File: src/rtl/acc_exec_pkg.sv
package acc_exec_pkg;

    localparam int DW   = 8;
    localparam int CW   = 3;
    localparam int C_BIT = 0;
    localparam int Z_BIT = 1;
    localparam int N_BIT = 2;

    typedef enum logic [1:0] {K_SUB, K_TST, K_TAX, K_TXA} kind_e;
    typedef enum logic [1:0] {S_MEM, S_ACC, S_IDX} src_e;

    typedef struct packed {
        logic          legal;
        kind_e         kind;
        src_e          src;
        logic [CW-1:0] budget;
    } dec_t;

    function automatic dec_t make_dec(input kind_e k, input src_e s, input int b);
        dec_t d;
        d.legal  = 1'b1;
        d.kind   = k;
        d.src    = s;
        d.budget = CW'(b);
        return d;
    endfunction

    function automatic dec_t decode(input logic [7:0] op);
        dec_t d;
        d = '{legal: 1'b0, kind: K_SUB, src: S_MEM, budget: '0};
        case (op)
            8'hA0: d = make_dec(K_SUB, S_MEM, 2);
            8'hB0: d = make_dec(K_SUB, S_MEM, 3);
            8'hC0: d = make_dec(K_SUB, S_MEM, 4);
            8'hD0: d = make_dec(K_SUB, S_MEM, 5);
            8'hE0: d = make_dec(K_SUB, S_MEM, 4);
            8'hF0: d = make_dec(K_SUB, S_MEM, 3);
            8'h3D: d = make_dec(K_TST, S_MEM, 4);
            8'h4D: d = make_dec(K_TST, S_ACC, 3);
            8'h5D: d = make_dec(K_TST, S_IDX, 3);
            8'h6D: d = make_dec(K_TST, S_MEM, 5);
            8'h7D: d = make_dec(K_TST, S_MEM, 4);
            8'h97: d = make_dec(K_TAX, S_ACC, 2);
            8'h9F: d = make_dec(K_TXA, S_IDX, 2);
            default: ;
        endcase
        return d;
    endfunction

endpackage

File: src/rtl/acc_exec_seq.sv
module acc_exec_seq
    import acc_exec_pkg::*;
(
    input  logic          clk,
    input  logic          rst,
    input  logic          op_valid,
    input  logic          dec_legal,
    input  logic          dec_mem,
    input  logic [CW-1:0] dec_budget,
    input  logic          mem_valid,
    input  logic [DW-1:0] mem_data,
    output logic          op_ready,
    output logic          accept,
    output logic          mem_ready,
    output logic          done,
    output logic          illegal,
    output logic [DW-1:0] operand
);
    logic          busy_q, need_q, have_q, illegal_q;
    logic [CW-1:0] cnt_q, last_q;
    logic [DW-1:0] opnd_q;
    logic          opnd_avail;

    assign op_ready   = !busy_q;
    assign accept     = op_valid && op_ready;
    assign mem_ready  = busy_q && need_q && !have_q;
    assign opnd_avail = !need_q || have_q || mem_valid;
    assign done       = busy_q && (cnt_q == last_q) && opnd_avail;
    assign operand    = have_q ? opnd_q : mem_data;
    assign illegal    = illegal_q;

    always_ff @(posedge clk) begin
        if (rst) begin
            busy_q    <= 1'b0;
            need_q    <= 1'b0;
            have_q    <= 1'b0;
            illegal_q <= 1'b0;
            cnt_q     <= '0;
            last_q    <= '0;
            opnd_q    <= '0;
        end else begin
            illegal_q <= accept && !dec_legal;
            if (accept) begin
                busy_q <= dec_legal;
                need_q <= dec_mem;
                have_q <= 1'b0;
                cnt_q  <= CW'(1);
                last_q <= dec_budget - CW'(1);
            end else if (busy_q) begin
                if (done) busy_q <= 1'b0;
                if (cnt_q != last_q) cnt_q <= cnt_q + CW'(1);
                if (mem_valid && mem_ready) begin
                    have_q <= 1'b1;
                    opnd_q <= mem_data;
                end
            end
        end
    end

    p_ready_after_done_r8: assert property (@(posedge clk) disable iff (rst)
        done |=> op_ready);
    p_illegal_source_r7: assert property (@(posedge clk) disable iff (rst)
        illegal |-> $past(op_valid && op_ready) && op_ready);
    p_memready_busy_r9: assert property (@(posedge clk) disable iff (rst)
        mem_ready |-> !op_ready && !illegal);
    p_done_needs_opnd_r9: assert property (@(posedge clk) disable iff (rst)
        (done && need_q && !have_q) |-> mem_valid);
endmodule

File: src/rtl/acc_exec_alu.sv
module acc_exec_alu
    import acc_exec_pkg::*;
(
    input  kind_e         kind,
    input  src_e          src,
    input  logic [DW-1:0] acc,
    input  logic [DW-1:0] idx,
    input  logic [DW-1:0] ccr,
    input  logic [DW-1:0] opnd,
    output logic [DW-1:0] acc_n,
    output logic [DW-1:0] idx_n,
    output logic [DW-1:0] ccr_n
);
    logic [DW:0]   diff;
    logic [DW-1:0] tval;

    always_comb begin
        diff  = {1'b0, acc} - {1'b0, opnd};
        acc_n = acc;
        idx_n = idx;
        ccr_n = ccr;
        case (src)
            S_ACC:   tval = acc;
            S_IDX:   tval = idx;
            default: tval = opnd;
        endcase
        case (kind)
            K_SUB: begin
                acc_n        = diff[DW-1:0];
                ccr_n[N_BIT] = diff[DW-1];
                ccr_n[Z_BIT] = (diff[DW-1:0] == '0);
                ccr_n[C_BIT] = diff[DW];
            end
            K_TST: begin
                ccr_n[N_BIT] = tval[DW-1];
                ccr_n[Z_BIT] = (tval == '0);
            end
            K_TAX: idx_n = acc;
            K_TXA: acc_n = idx;
            default: ;
        endcase
    end
endmodule

File: src/rtl/acc_exec_unit.sv
module acc_exec_unit
    import acc_exec_pkg::*;
(
    input  logic          clk,
    input  logic          rst,
    input  logic          op_valid,
    output logic          op_ready,
    input  logic [7:0]    op_code,
    input  logic [DW-1:0] acc_in,
    input  logic [DW-1:0] idx_in,
    input  logic [DW-1:0] ccr_in,
    input  logic          mem_valid,
    output logic          mem_ready,
    input  logic [DW-1:0] mem_data,
    output logic          done,
    output logic          illegal,
    output logic [DW-1:0] acc_out,
    output logic [DW-1:0] idx_out,
    output logic [DW-1:0] ccr_out
);
    dec_t          dec, dec_q;
    logic          accept;
    logic [DW-1:0] acc_q, idx_q, ccr_q, operand;
    logic [DW-1:0] acc_n, idx_n, ccr_n;

    assign dec = decode(op_code);

    acc_exec_seq u_seq (
        .clk(clk), .rst(rst), .op_valid(op_valid),
        .dec_legal(dec.legal), .dec_mem(dec.src == S_MEM),
        .dec_budget(dec.budget), .mem_valid(mem_valid), .mem_data(mem_data),
        .op_ready(op_ready), .accept(accept), .mem_ready(mem_ready),
        .done(done), .illegal(illegal), .operand(operand)
    );

    acc_exec_alu u_alu (
        .kind(dec_q.kind), .src(dec_q.src), .acc(acc_q), .idx(idx_q),
        .ccr(ccr_q), .opnd(operand),
        .acc_n(acc_n), .idx_n(idx_n), .ccr_n(ccr_n)
    );

    always_ff @(posedge clk) begin
        if (rst) begin
            dec_q   <= '{legal: 1'b0, kind: K_SUB, src: S_MEM, budget: '0};
            acc_q   <= '0;
            idx_q   <= '0;
            ccr_q   <= '0;
            acc_out <= '0;
            idx_out <= '0;
            ccr_out <= '0;
        end else begin
            if (accept && dec.legal) begin
                dec_q <= dec;
                acc_q <= acc_in;
                idx_q <= idx_in;
                ccr_q <= ccr_in;
            end
            if (done) begin
                acc_out <= acc_n;
                idx_out <= idx_n;
                ccr_out <= ccr_n;
            end
        end
    end

    // checker: cycles elapsed since acceptance
    logic [CW+3:0] elapsed_q;
    always_ff @(posedge clk) begin
        if (rst)                             elapsed_q <= '0;
        else if (accept)                     elapsed_q <= 1;
        else if (elapsed_q != '1 && !op_ready) elapsed_q <= elapsed_q + 1'b1;
    end

    p_budget_r2: assert property (@(posedge clk) disable iff (rst)
        done |-> elapsed_q >= ({3'b0, dec_q.budget} - 1));
    p_hold_r10: assert property (@(posedge clk) disable iff (rst)
        !done |=> $stable(acc_out) && $stable(idx_out) && $stable(ccr_out));
    p_sub_keep_r3: assert property (@(posedge clk) disable iff (rst)
        (done && dec_q.kind == K_SUB) |=>
            ccr_out[7:3] == $past(ccr_q[7:3]) && idx_out == $past(idx_q));
    p_tst_keep_r4: assert property (@(posedge clk) disable iff (rst)
        (done && dec_q.kind == K_TST) |=>
            ccr_out[C_BIT] == $past(ccr_q[C_BIT]) && acc_out == $past(acc_q));
    p_tax_r6: assert property (@(posedge clk) disable iff (rst)
        (done && dec_q.kind == K_TAX) |=>
            idx_out == $past(acc_q) && ccr_out == $past(ccr_q));
endmodule

File: config.mk
export PLATFORM = sky130hd
export DESIGN_NAME = acc_exec_unit
export DESIGN_NICKNAME = d
export VERILOG_FILES = /design/src/rtl/acc_exec_pkg.sv /design/src/rtl/acc_exec_seq.sv /design/src/rtl/acc_exec_alu.sv /design/src/rtl/acc_exec_unit.sv
export SDC_FILE = /design/constraint.sdc
export NUM_CORES = 1
export LEC_CHECK = 0
export BUFFER_PORTS_ARGS = -buffer_cell sky130_fd_sc_hd__buf_4
export CAP_MARGIN = 20
export CORE_MARGIN = 3
export CORE_UTILIZATION = 50
export DETAILED_ROUTE_END_ITERATION = 6
export PLACE_DENSITY = 0.73
export SLEW_MARGIN = 20
export SYNTH_ARGS = -nofsm -noshare
export SYNTH_HDL_FRONTEND = slang
export SYNTH_SLANG_ARGS = --single-unit
File: constraint.sdc
create_clock -name clk -period 4 [get_ports clk]
set_input_delay 0.4 -clock clk [delete_from_list [all_inputs] [get_ports clk]]
set_output_delay 0.4 -clock clk [all_outputs]
set_load 0.05 [all_outputs]
# == Word-level counts from Yosys, hierarchy flattened ==
# Index checks and enable logic that the tools add are counted.
# totals
regBits,70
in_bits,44
out_inout_bits,28
word_cells,81
# classes
add_sub_neg,3
eq_ne,20
n_mux,13
n_bitwise,1
n_reduce_logical,28
# ops
cell,n
case mux 8 bit (10 select lines),1
"== test 8 bit, second input constant",8
"== test 8 x 7 -> 1 bit, second input constant",4
case mux 8 bit (2 select lines),2
zero test 8 bit,2
2-to-1 mux 8 bit,2
subtractor 8 x 8 -> 9 bit,1
"== test 8 x 6 -> 1 bit, second input constant",1
logical AND 1 bit,8
OR reduction 2 bit,4
2-to-1 mux 1 bit,7
"== test 2 bit, second input constant",3
AND reduction 2 bit,3
"== test 2 x 1 -> 1 bit, second input constant",2
zero test 1 bit,4
zero test 2 bit,2
case mux 2 bit (2 select lines),1
nonzero test 2 bit,2
"adder 3 x 1 -> 3 bit, second input constant",1
== test 3 bit,1
!= test 3 bit,1
AND reduction 3 bit,1
"subtractor 3 x 1 -> 3 bit, second input constant",1
logical OR 1 bit,2
inverter 1 bit,1

# == Logic depth before layout (Yosys ltp) ==
# Gate-level depths: netlist (run 1).
# depth
depth_word,7
depth_mapped,10
depth_no_buf,9

# == Cells and area by module ==
# Synthesis (run 1) repeated with hierarchy kept, for this count alone.
# hier_totals
hier_cells,457
hier_area_um2,4107.7
# modules_own_cells
module,n_inst,cells_per_inst,area_per_inst_um2,seq_area_each_um2
acc_exec_unit,1,229,2317.2,1041.0
acc_exec_seq,1,100,912.1,360.3
acc_exec_alu,1,128,878.3,0.0

# == Worst setup path before layout (run 1) ==
# OpenSTA, ideal clock, no wires.
# synth_path
kind,reg2reg
startpoint,register u_seq.have_q
endpoint,register ccr_out[1]
setup_time_ns,0.079
t_arrival_ns,2.990
t_required_ns,3.921
path_slack_ns,0.931
stages_incl_launch_ff,11
n_path_buf,1
synth_period_minus_slack_ns,3.069
path_cell_list,dfxtp_1 > buf_2 > mux2_2 > ha_1 > fa_1 > nand2b_1 > a21oi_1 > xor2_1 > or4_1 > or4_1 > a211oi_2
# synth_between
elab_chain_len,4
elab_cells_between_ends,9
cone_classes,1 x add/sub; 3 x mux; 5 x reduce/logical
# synth_rtl
element,line,text
start: declaration,acc_exec_seq.sv:19,"logic busy_q, need_q, have_q, illegal_q;"
start signal: assignment,acc_exec_seq.sv:36,have_q <= 1'b0;
start signal: assignment,acc_exec_seq.sv:46,have_q <= 1'b0;
start signal: assignment,acc_exec_seq.sv:53,have_q <= 1'b1;
2-to-1 mux 8 bit,acc_exec_seq.sv:29,assign operand = have_q ? opnd_q : mem_data;
subtractor 8 x 8 -> 9 bit / case mux 8 bit (2 select lines) (equally long branches),"acc_exec_alu.sv:18, acc_exec_alu.sv:22",
"zero test 8 bit, on equally long branches","acc_exec_alu.sv:31, acc_exec_alu.sv:36",
case mux 2 bit (2 select lines),acc_exec_alu.sv:27,case (kind)
end signal: assignment,acc_exec_unit.sv:61,ccr_out <= ccr_n;
end: declaration,acc_exec_unit.sv:19,output logic [DW-1:0] ccr_out
# Several ways; a longest one is shown, not always the timed one.
# A chain may end at the register's enable or synchronous reset.

# == Final worst setup path (run 1) ==
# Same ends and word-level chain as after synthesis.

==> run_results.csv, run 1 <==
group,metric,value,unit
critical_path,start_kind,"flip-flop",
synth,async_flop_share,0,
timing,fin_setup_tns,0,ns
floorplan,dieWidth,91.8,µm
global_routing,grt_pass1_vias,3137,
finish,postLayoutCoreUtil,0.630,
critical_path,critPathRequiredTime,4.26,ns
timing,finalSetupViolCount,0,
timing,maxSlewHeadroom,0.428,
synth,syn_inst,458,
critical_path,crit_arrival,3.47,ns
critical_path,reg2reg_setup_slack,0.79,ns
synth,synth_edf_count,0,
floorplan,die_h,91.8,µm
finish,fin_nets,579,
finish,layout_commonest_cell,"nand2_1",
synth,yosysTopAreaCell,"dfxtp_1",
pwr,ir_worst_vdd,0.233,mV
job,maxCapViolations,0,
cts,clockBufferDepth,2,
route,drt_iter0_drc,199,
synth,synthTopCellsByArea,"dfxtp_1 (38%), nand2_1 (11%), a21oi_1 (7.6%)",
route,dr.pass1.iters,7,
finish,fillers,673,
timing,final_max_slew_viol_count,0,
global_routing,grt_first_pass_wirelength,14900,µm
timing,clock_skew,0.0108,ns
global_routing,antenna_found_initial,0,
synth,synth-main-ff-cell,"dfxtp_1",
synth,yosys_register_bits,70,
pwr,powerDensity,322,nW/µm²
route,wire_per_inst,15.0,µm
critical_path,r2r_cells,10,
hold_path,hold_class,"input pin to flip-flop",
cts,postCtsSetupRepairBufs,0,
placed_design,place.gp.congestion,0.863,
placed_design,place.port_buffers,71,
synth,synth_nets,521,
timing,min_period_over_period,0.802,
critical_path,crit_fanout,12,
critical_path,r2r-start,"u_seq.have_q",
synth,synth.top_cell.area_share,0.381,
synth,synth_seq_area_share,0.381,
finish,final_cell_mix,"nand2_1 (105), buf_4 (73), dfxtp_1 (70)",
cts,cts_resized,0,
floorplan,num_io_pins,72,
timing,worst_slew_pin_slew,0.857,ns
synth,avgSynthCellArea,8.03,µm²
route,drcViolationCount,0,
cts,cts.htree.levels,3,
route,routed_wl,9260,µm
floorplan,rows,30,
global_routing,grt-ovfl-total,0,
global_routing,gr-usage-all-layers,0.221,
synth,ys_types,58,
critical_path,worst-setup-path-type,"flip-flop to flip-flop",
timing,fin_crit,3.21,ns
cts,holdBufCountCts,0,
floorplan,die_area,8420,µm²
placed_design,dp_hpwl,6760,µm
timing,rsz0062_at_grt,"false",
pwr,p_leak,1.67,nW
critical_path,end_kind,"flip-flop",
finish,diodes,0,
critical_path,cp-endpoint,"ccr_out[1]",
cts,clock-root-buffer,"clkbuf_8",
route,vias,3426,
critical_path,crit_path_start,"u_seq.have_q",
status,status,"completed",
finish,drive_gt1_frac,0.188,
route,ant_nets,0,
cts,insertion_delay,0.35,ns
cts,clkSinkCount,70,
synth,netlist_area,3680,µm²
cts,tritoncts,"yes",
critical_path,r2r-end,"ccr_out[1]",
synth,ys_warn_count,0,
floorplan,core,6980,µm²
finish,area_growth,19.6,%
timing,fin_ws,0.790,ns
cts,path_clk_slew,0.07,ns
timing,clock.fmax,312,MHz
placed_design,dp_worst_setup_slack,0.838,ns
route,viasPerCell,5.56,
floorplan,initial_utilization,0.527,
timing,hold_viol,0,
global_routing,grt_start_max_net_pins,72,
cts,cts_buffers,9,
[flip-flops by register name, indices dropped and copies added (netlist names)]
name and cells:
u_seq.busy_q 1, u_seq.last_q 3, u_seq.have_q 1, acc_q 8
idx_out 8, u_seq.opnd_q 8, dec_q 4, u_seq.cnt_q 3
u_seq.need_q 1, idx_q 8, acc_out 8, ccr_q 8
ccr_out 8, u_seq.illegal 1
[cells in the mapped netlist, types with 3 or more instances]
cell type,instances
nor2_1,28
mux2i_1,16
ha_1,18
o21ai_0,8
a31oi_1,3
a211oi_1,15
nor3b_1,3
nand2b_1,10
clkbuf_1,18
nor4_1,10
nand2_1,105
inv_1,12
dfxtp_1,70
a311oi_1,3
a21oi_1,56
a221o_1,5
nor2b_1,4
nand3_1,8
nor3_1,10
and2_1,3
xnor2_1,7
[metrics by stage]
stage	instances	hold WS, ns	instance area [µm²]	power [mW]
final	616	0.288	4400	1.42
after global routing	616	0.276	4400	1.48
after CTS	616	0.279	4400	1.43
after detailed placement	601	0.447	4220	0.882
after global placement	600	0.436	4210	0.880
after floorplan	458	0.432	3680	0.822
[cell families after synthesis]
family | Yosys count | share of synthesized area
AND/OR/NAND/NOR | 193 | 0.238
AO/OA/AOI/OAI | 110 | 0.194
flip-flops | 70 | 0.381
buffers and inverters | 40 | 0.0527
adder cells (fa/ha/maj) | 19 | 0.0666
multiplexers | 17 | 0.0466
XOR/XNOR | 9 | 0.0214
[critical path, stage by stage, from the launching register on]
cell      delay, ns
dfxtp_1        0.31
buf_4          0.19
mux2_2         0.39
ha_1           0.20
fa_1           0.40
nand2b_1       0.19
a21oi_1        0.16
xor2_1         0.10
or4_1          0.52
or4_1          0.42
a211oi_2       0.24
[metal layers]
layer	GRT usage	up-vias	wire, µm
li1	-	1722	-
met1	0.292	1589	4240
met2	0.350	99	4370
met3	0.0566	16	480
met4	0.0780	0	173
met5	0	-	0
[worst min path at each step]
stage / cells past startpoint / from / slack [ns] / end
after global placement: 2 / ccr_q[6] / 0.44 / ccr_out[6]
after CTS: 3 / idx_in[7] / 0.28 / idx_q[7]
after global routing: 3 / idx_in[5] / 0.28 / idx_q[5]
after detailed placement: 2 / ccr_q[3] / 0.45 / ccr_out[3]
final: 3 / ccr_in[3] / 0.29 / ccr_q[3]
after floorplan: 2 / ccr_q[2] / 0.43 / ccr_q[2]
[area by class of cell]
type | count | area [µm²] | area share
clock inverter | 4 | 48.8 | 0.0111
inverter | 13 | 48.8 | 0.0111
timing repair buffer | 74 | 563 | 0.128
tap | 96 | 120 | 0.0273
multi-input combinational | 348 | 2090 | 0.474
sequential | 70 | 1400 | 0.318
clock buffer | 11 | 131 | 0.0298
[where the power goes]
part | leakage, nW | total (mW) | internal (mW) | switching (mW)
clock | 0.0931 | 0.549 | 0.284 | 0.265
sequential | 0.566 | 0.714 | 0.706 | 0.00804
combinational | 1.01 | 0.154 | 0.0695 | 0.0840
Power figures use the tool's default switching activity.
==> run 2: changes to the inputs <==
- ABC_AREA: unset -> 1
- PLACE_DENSITY: 0.73 -> 0.72
- clock period: 4 -> 3.1 ns (I/O delays scaled with it)
==> run 2 against run 1 <==
Net effect:
- register-to-register slack about the same
- final area increased by 14%
- sequential share of layout area decreased by 3.9 points
==> run_results.csv, run 2 <==
group,metric,value,unit
cts,path_clk_slew,0.08,ns
floorplan,die_area,9710,µm²
floorplan,core,8260,µm²
critical_path,critPathRequiredTime,3.40,ns
cts,cts.htree.levels,3,
floorplan,initial_utilization,0.518,
floorplan,dieWidth,98.5,µm
synth,synth_seq_area_share,0.327,
cts,tritoncts,"yes",
synth,synth_common_cells,"nand2_1 (132), dfxtp_1 (70), nor2_1 (60)",
synth,synth_edf_count,0,
synth,syn_inst,590,
finish,fillers,791,
route,drcViolationCount,0,
placed_design,place.port_buffers,71,
global_routing,grt_start_max_net_pins,53,
critical_path,crit_slowest_cell,"dfxtp_1",
global_routing,antenna_found_initial,0,
timing,maxSlewHeadroom,0.543,
timing,fin_setup_tns,0,ns
critical_path,cpMostUsedCell,"nor2_1",
critical_path,end_kind,"flip-flop",
timing,fin_crit,2.32,ns
cts,insertion_delay,0.37,ns
route,viasPerCell,5.21,
critical_path,reg2reg_setup_slack,0.78,ns
timing,clock_skew,0.0181,ns
timing,worst_slew_pin_slew,0.683,ns
hold_path,hp-start,"rst",
floorplan,rows,33,
synth,yosysMostFrequentCell,"nand2_1",
cts,clockBufferDepth,2,
hold_path,min_to,"u_seq.busy_q",
timing,min_period_over_period,0.748,
hold_path,whs_path_depth,2,
critical_path,start_kind,"flip-flop",
pwr,ir_worst_vdd,0.256,mV
global_routing,grt_first_pass_wirelength,17300,µm
timing,whs,0.183,ns
placed_design,place.gp.congestion,0.906,
finish,drive_gt1_frac,0.250,
hold_path,hold_class,"input pin to flip-flop",
synth,synth_nets,653,
cts,cts_buffers,9,
critical_path,r2r_cells,14,
global_routing,grt-ovfl-total,0,
synth,netlist_area,4280,µm²
synth,synth.top_cell.area_share,0.327,
placed_design,dp_hpwl,7640,µm
pwr,p_leak,2.41,nW
finish,final_cell_mix,"nand2_1 (132), buf_4 (75), dfxtp_1 (70)",
critical_path,cp_cell_sequence,"nand2_1, o21ai_0, inv_1, ha_1, fa_1, inv_1, nand2_1, nand2_1, nand4_1, nor2_1, nand3_1, nor2_1, nor2_1, nor2_1",
synth,yosysTopAreaCell,"dfxtp_1",
route,ant_nets,0,
cts,postCtsSetupRepairBufs,0,
synth,ys_warn_count,0,
route,vias,3972,
synth,yosys_register_bits,70,
job,maxCapViolations,0,
synth,avgSynthCellArea,7.26,µm²
synth,ys_types,40,
floorplan,num_io_pins,72,
route,routed_wl,10100,µm
timing,rsz0062_at_grt,"false",
finish,layout_commonest_cell,"nand2_1",
finish,fin_nets,715,
critical_path,r2r-start,"u_seq.have_q",
pwr,powerDensity,416,nW/µm²
status,status,"completed",
cts,clock-root-buffer,"clkbuf_8",
global_routing,gr-usage-all-layers,0.218,
critical_path,slowest_delay,0.58,ns
route,dr.pass1.iters,4,
timing,clock.fmax,431,MHz
critical_path,r2r-end,"ccr_out[1]",
cts,clkSinkCount,70,
timing,hold_viol,0,
global_routing,grt_pass1_vias,3751,
route,drt_iter0_drc,211,
floorplan,die_h,98.5,µm
finish,area_growth,17.2,%
timing,final_max_slew_viol_count,0,
route,wire_per_inst,13.3,µm
critical_path,crit_arrival,2.62,ns
cts,holdBufCountCts,0,
synth,synth-main-ff-cell,"dfxtp_1",
critical_path,crit_fanout,15,
cts,cts_resized,0,
critical_path,worst-setup-path-type,"flip-flop to flip-flop",
synth,synthTopCellsByArea,"dfxtp_1 (33%), nand2_1 (12%), o21ai_0 (5.4%)",
timing,finalSetupViolCount,0,
finish,diodes,0,
synth,async_flop_share,0,
run 2: cell types whose count changed after synthesis, moves of 20 or more:
cell / delta
inv_1: +46
nand2_1: +27
nor2_1: +32
nor2_2: +20
o21ai_0: +38
run 2: final cells by class:
class	instances	area, µm²	area share
Multi-Input combinational cell	434	2460	0.491
Sequential cell	70	1400	0.279
Timing Repair Buffer	75	563	0.112
Inverter	62	233	0.0464
Tap cell	105	131	0.0262
Clock buffer	9	124	0.0247
Clock inverter	7	103	0.0204
run 2: worst max-delay path by stage:
stage / startpoint / to / slack (ns)
3_5_place_dp: u_seq.have_q / ccr_out[1] / 0.81
6_report: u_seq.have_q / ccr_out[1] / 0.78
3_3_place_gp: u_seq.have_q / ccr_out[1] / 0.91
5_1_grt: u_seq.have_q / acc_out[6] / 0.52
2_1_floorplan: u_seq.have_q / u_seq.opnd_q[7] / 0.61
4_1_cts: u_seq.have_q / done / 0.78
run 2: through the flow:
stage               setup WS [ns]  area [µm²]   util  power (mW)  instances
global placement            0.908        4790  0.580        1.25        746
CTS                         0.778        5020  0.608        2.10        762
finish                      0.780        5020  0.608        2.09        762
detailed placement          0.812        4790  0.580        1.26        746
floorplan                   0.607        4280      -        1.17        590
global route                0.515        5020  0.608        2.17        762
run 2: logic make-up (layout without fill, tap and decap cells):
| kind of cell | after synthesis | in the layout | share of synthesized area |
|---|---|---|---|
| AOI/OAI and AO/OA | 117 | 117 | 0.154 |
| xor gates and xnor gates | 4 | 4 | 0.00818 |
| adders and majority gates | 19 | 19 | 0.0573 |
| buffers and inverters | 86 | 153 | 0.0970 |
| DFF | 70 | 70 | 0.327 |
| muxes | 5 | 5 | 0.0117 |
| and+or+nand+nor | 289 | 289 | 0.344 |
run 2: power breakdown:
group	leakage [nW]	internal (mW)	total, mW	switching, mW
combinational	1.73	0.121	0.301	0.180
clock	0.111	0.462	0.850	0.388
sequential	0.567	0.918	0.936	0.0178
total	2.41	1.50	2.09	0.585
run 2: metal layers:
metal / wire [µm] / track usage / vias to the layer above
met1: 4520 / 0.286 / 1772
met3: 784 / 0.0580 / 27
met4: 286 / 0.0914 / 0
li1: - / - / 2043
met5: 0 / 0 / -
met2: 4530 / 0.337 / 130
run 2: worst max-delay path, delay by kind of cell (launching register included):
family / cells / cell delay (ns)
AO/OA/AOI/OAI: 1 / 0.14
flip-flops: 1 / 0.58
buffers and inverters: 2 / 0.24
adder cells (fa/ha/maj): 2 / 0.60
AND/OR/NAND/NOR: 9 / 0.71
==> run 3: changes to the inputs <==
- clock period: 3.1 -> 2.18 ns (I/O delays scaled with it)
==> run 3 against run 2 <==
Net effect:
- via count up 1.5%
- first-iteration DRC count up 16%
- hold slack worse by 0.074 ns
- combinational power up 49%
- clock power up 14%
- core utilization up 0.71 points
- sequential power up 42%
- critical endpoint unchanged
==> run_results.csv, run 3 (synthesis results as in run 2) <==
group,metric,value,unit
status,status,"completed",
global_routing,grt_first_pass_wirelength,17700,µm
critical_path,r2r-start,"u_seq.have_q",
route,drt_iter0_drc,245,
placed_design,place.gp.congestion,0.926,
route,wire_per_inst,13.8,µm
finish,diodes,0,
cts,cts_buffers,9,
global_routing,grt-ovfl-total,0,
critical_path,crit_path_start,"u_seq.have_q",
cts,clkSinkCount,70,
route,viasPerCell,5.26,
critical_path,slowest_delay,0.56,ns
critical_path,cp_cell_sequence,"nand2_1, o21ai_1, inv_1, ha_1, fa_2, nand4_1, nor2_1, nand3_1, nor2_1, nor2_1, nor2_1",
floorplan,rows,33,
pwr,seqPwrFrac,0.484,
finish,area_growth,18.6,%
pwr,powerDensity,541,nW/µm²
global_routing,antenna_found_initial,0,
placed_design,place.port_buffers,71,
cts,path_clk_slew,0.08,ns
cts,cts.htree.levels,3,
timing,min_period_over_period,0.903,
global_routing,grt_pass1_vias,3712,
floorplan,die_area,9710,µm²
route,dr.pass1.iters,5,
cts,postCtsSetupRepairBufs,0,
critical_path,end_kind,"flip-flop",
global_routing,grt_start_max_net_pins,53,
placed_design,dp_hpwl,7840,µm
finish,fin_nets,721,
job,maxCapViolations,0,
finish,fillers,773,
cts,insertion_delay,0.35,ns
route,routed_wl,10600,µm
timing,rsz0062_at_grt,"false",
hold_path,hp-start,"rst",
finish,layout_commonest_cell,"nand2_1",
timing,worst_slew_pin_slew,0.490,ns
finish,seq_area,1410,µm²
finish,drive_gt1_frac,0.264,
floorplan,core,8260,µm²
finish,final_cell_mix,"nand2_1 (132), buf_4 (79), dfxtp_1 (69)",
pwr,internal-power,1.96,mW
pwr,p_leak,2.42,nW
cts,cts_resized,0,
finish,design_area,5080,µm²
critical_path,crit_fanout,9,
timing,hold_viol,0,
timing,maxSlewHeadroom,0.673,
cts,clock-root-buffer,"clkbuf_8",
floorplan,num_io_pins,72,
route,vias,4033,
floorplan,dieWidth,98.5,µm
timing,fin_setup_tns,0,ns
pwr,p_clk_frac,0.353,
cts,holdBufCountCts,0,
pwr,power.share.combinational,0.163,
floorplan,die_h,98.5,µm
pwr,p_sw,0.792,mW
timing,clock_skew,0.0131,ns
critical_path,crit_slowest_cell,"fa_2",
placed_design,place_area,4870,µm²
critical_path,critPathRequiredTime,2.47,ns
hold_path,hold_class,"input pin to flip-flop",
critical_path,crit_arrival,2.26,ns
pwr,swShare,0.288,
critical_path,cpLargestDelayFamily,"adder cells",
critical_path,worst-setup-path-type,"flip-flop to flip-flop",
cts,clockBufferDepth,2,
critical_path,cpMostUsedCell,"nor2_1",
critical_path,start_kind,"flip-flop",
pwr,ir_worst_vdd,0.249,mV
timing,fin_crit,1.97,ns
critical_path,path_buf_inv,1,
global_routing,gr-usage-all-layers,0.222,
route,ant_nets,0,
cts,tritoncts,"yes",
route,drcViolationCount,0,
timing,clock.fmax,508,MHz
floorplan,initial_utilization,0.518,
timing,finalSetupViolCount,0,
finish,multi_input_area,2500,µm²
timing,final_max_slew_viol_count,0,
run 3: metal layers:
layer	wire length, µm	global-route usage	up-vias
met5	0	0	-
met4	206	0.0767	0
met3	815	0.0403	18
met2	4810	0.336	147
met1	4780	0.317	1819
li1	-	-	2049
run 3: worst reg2reg max path: cells and delay by family (launching register included):
kind | cells | cell delay (ns)
fa+ha+maj | 2 | 0.76
flops | 1 | 0.38
compound gates | 1 | 0.09
simple gates | 7 | 0.61
buf+inv | 1 | 0.08
run 3: cell type report:
type,instances,share of cell area
flip-flops and latches,70,0.277
well taps,105,0.0259
multi-input cells,434,0.492
clock buffers,12,0.0305
inverters,62,0.0458
repair buffers,81,0.125
clock inverters,3,0.00394
run 3: path summary, 6_finish.rpt:
check,slack [ns],end,cells after the start
worst min-delay path,0.11,dec_q[4],2
worst min register to register,0.46,u_seq.opnd_q[1],2
worst max-delay path,0.21,ccr_out[1],11
worst max register to register,0.21,ccr_out[1],11
run 3: power groups by stage:
| stage | Clock, mW | Combinational, mW | Sequential (mW) |
|---|---|---|---|
| 2_1_floorplan | 0 | 0.287 | 1.37 |
| 3_3_place_gp | 0 | 0.431 | 1.36 |
| 3_5_place_dp | 0 | 0.438 | 1.36 |
| 4_1_cts | 0.978 | 0.440 | 1.33 |
| 5_1_grt | 1.04 | 0.498 | 1.33 |
| 6_report | 0.969 | 0.449 | 1.33 |
run 3: per-stage QoR:
stage | utilization | setup WS (ns) | total power [mW] | hold WS (ns) | cells
after floorplan | - | 0.148 | 1.66 | 0.287 | 590
after global placement | 0.590 | 0.165 | 1.79 | 0.436 | 752
after detailed placement | 0.590 | 0.0818 | 1.80 | 0.451 | 752
after CTS | 0.611 | 0.0534 | 2.75 | 0.0998 | 767
after global routing | 0.615 | 0.0163 | 2.87 | 0.115 | 767
final | 0.615 | 0.212 | 2.75 | 0.109 | 767
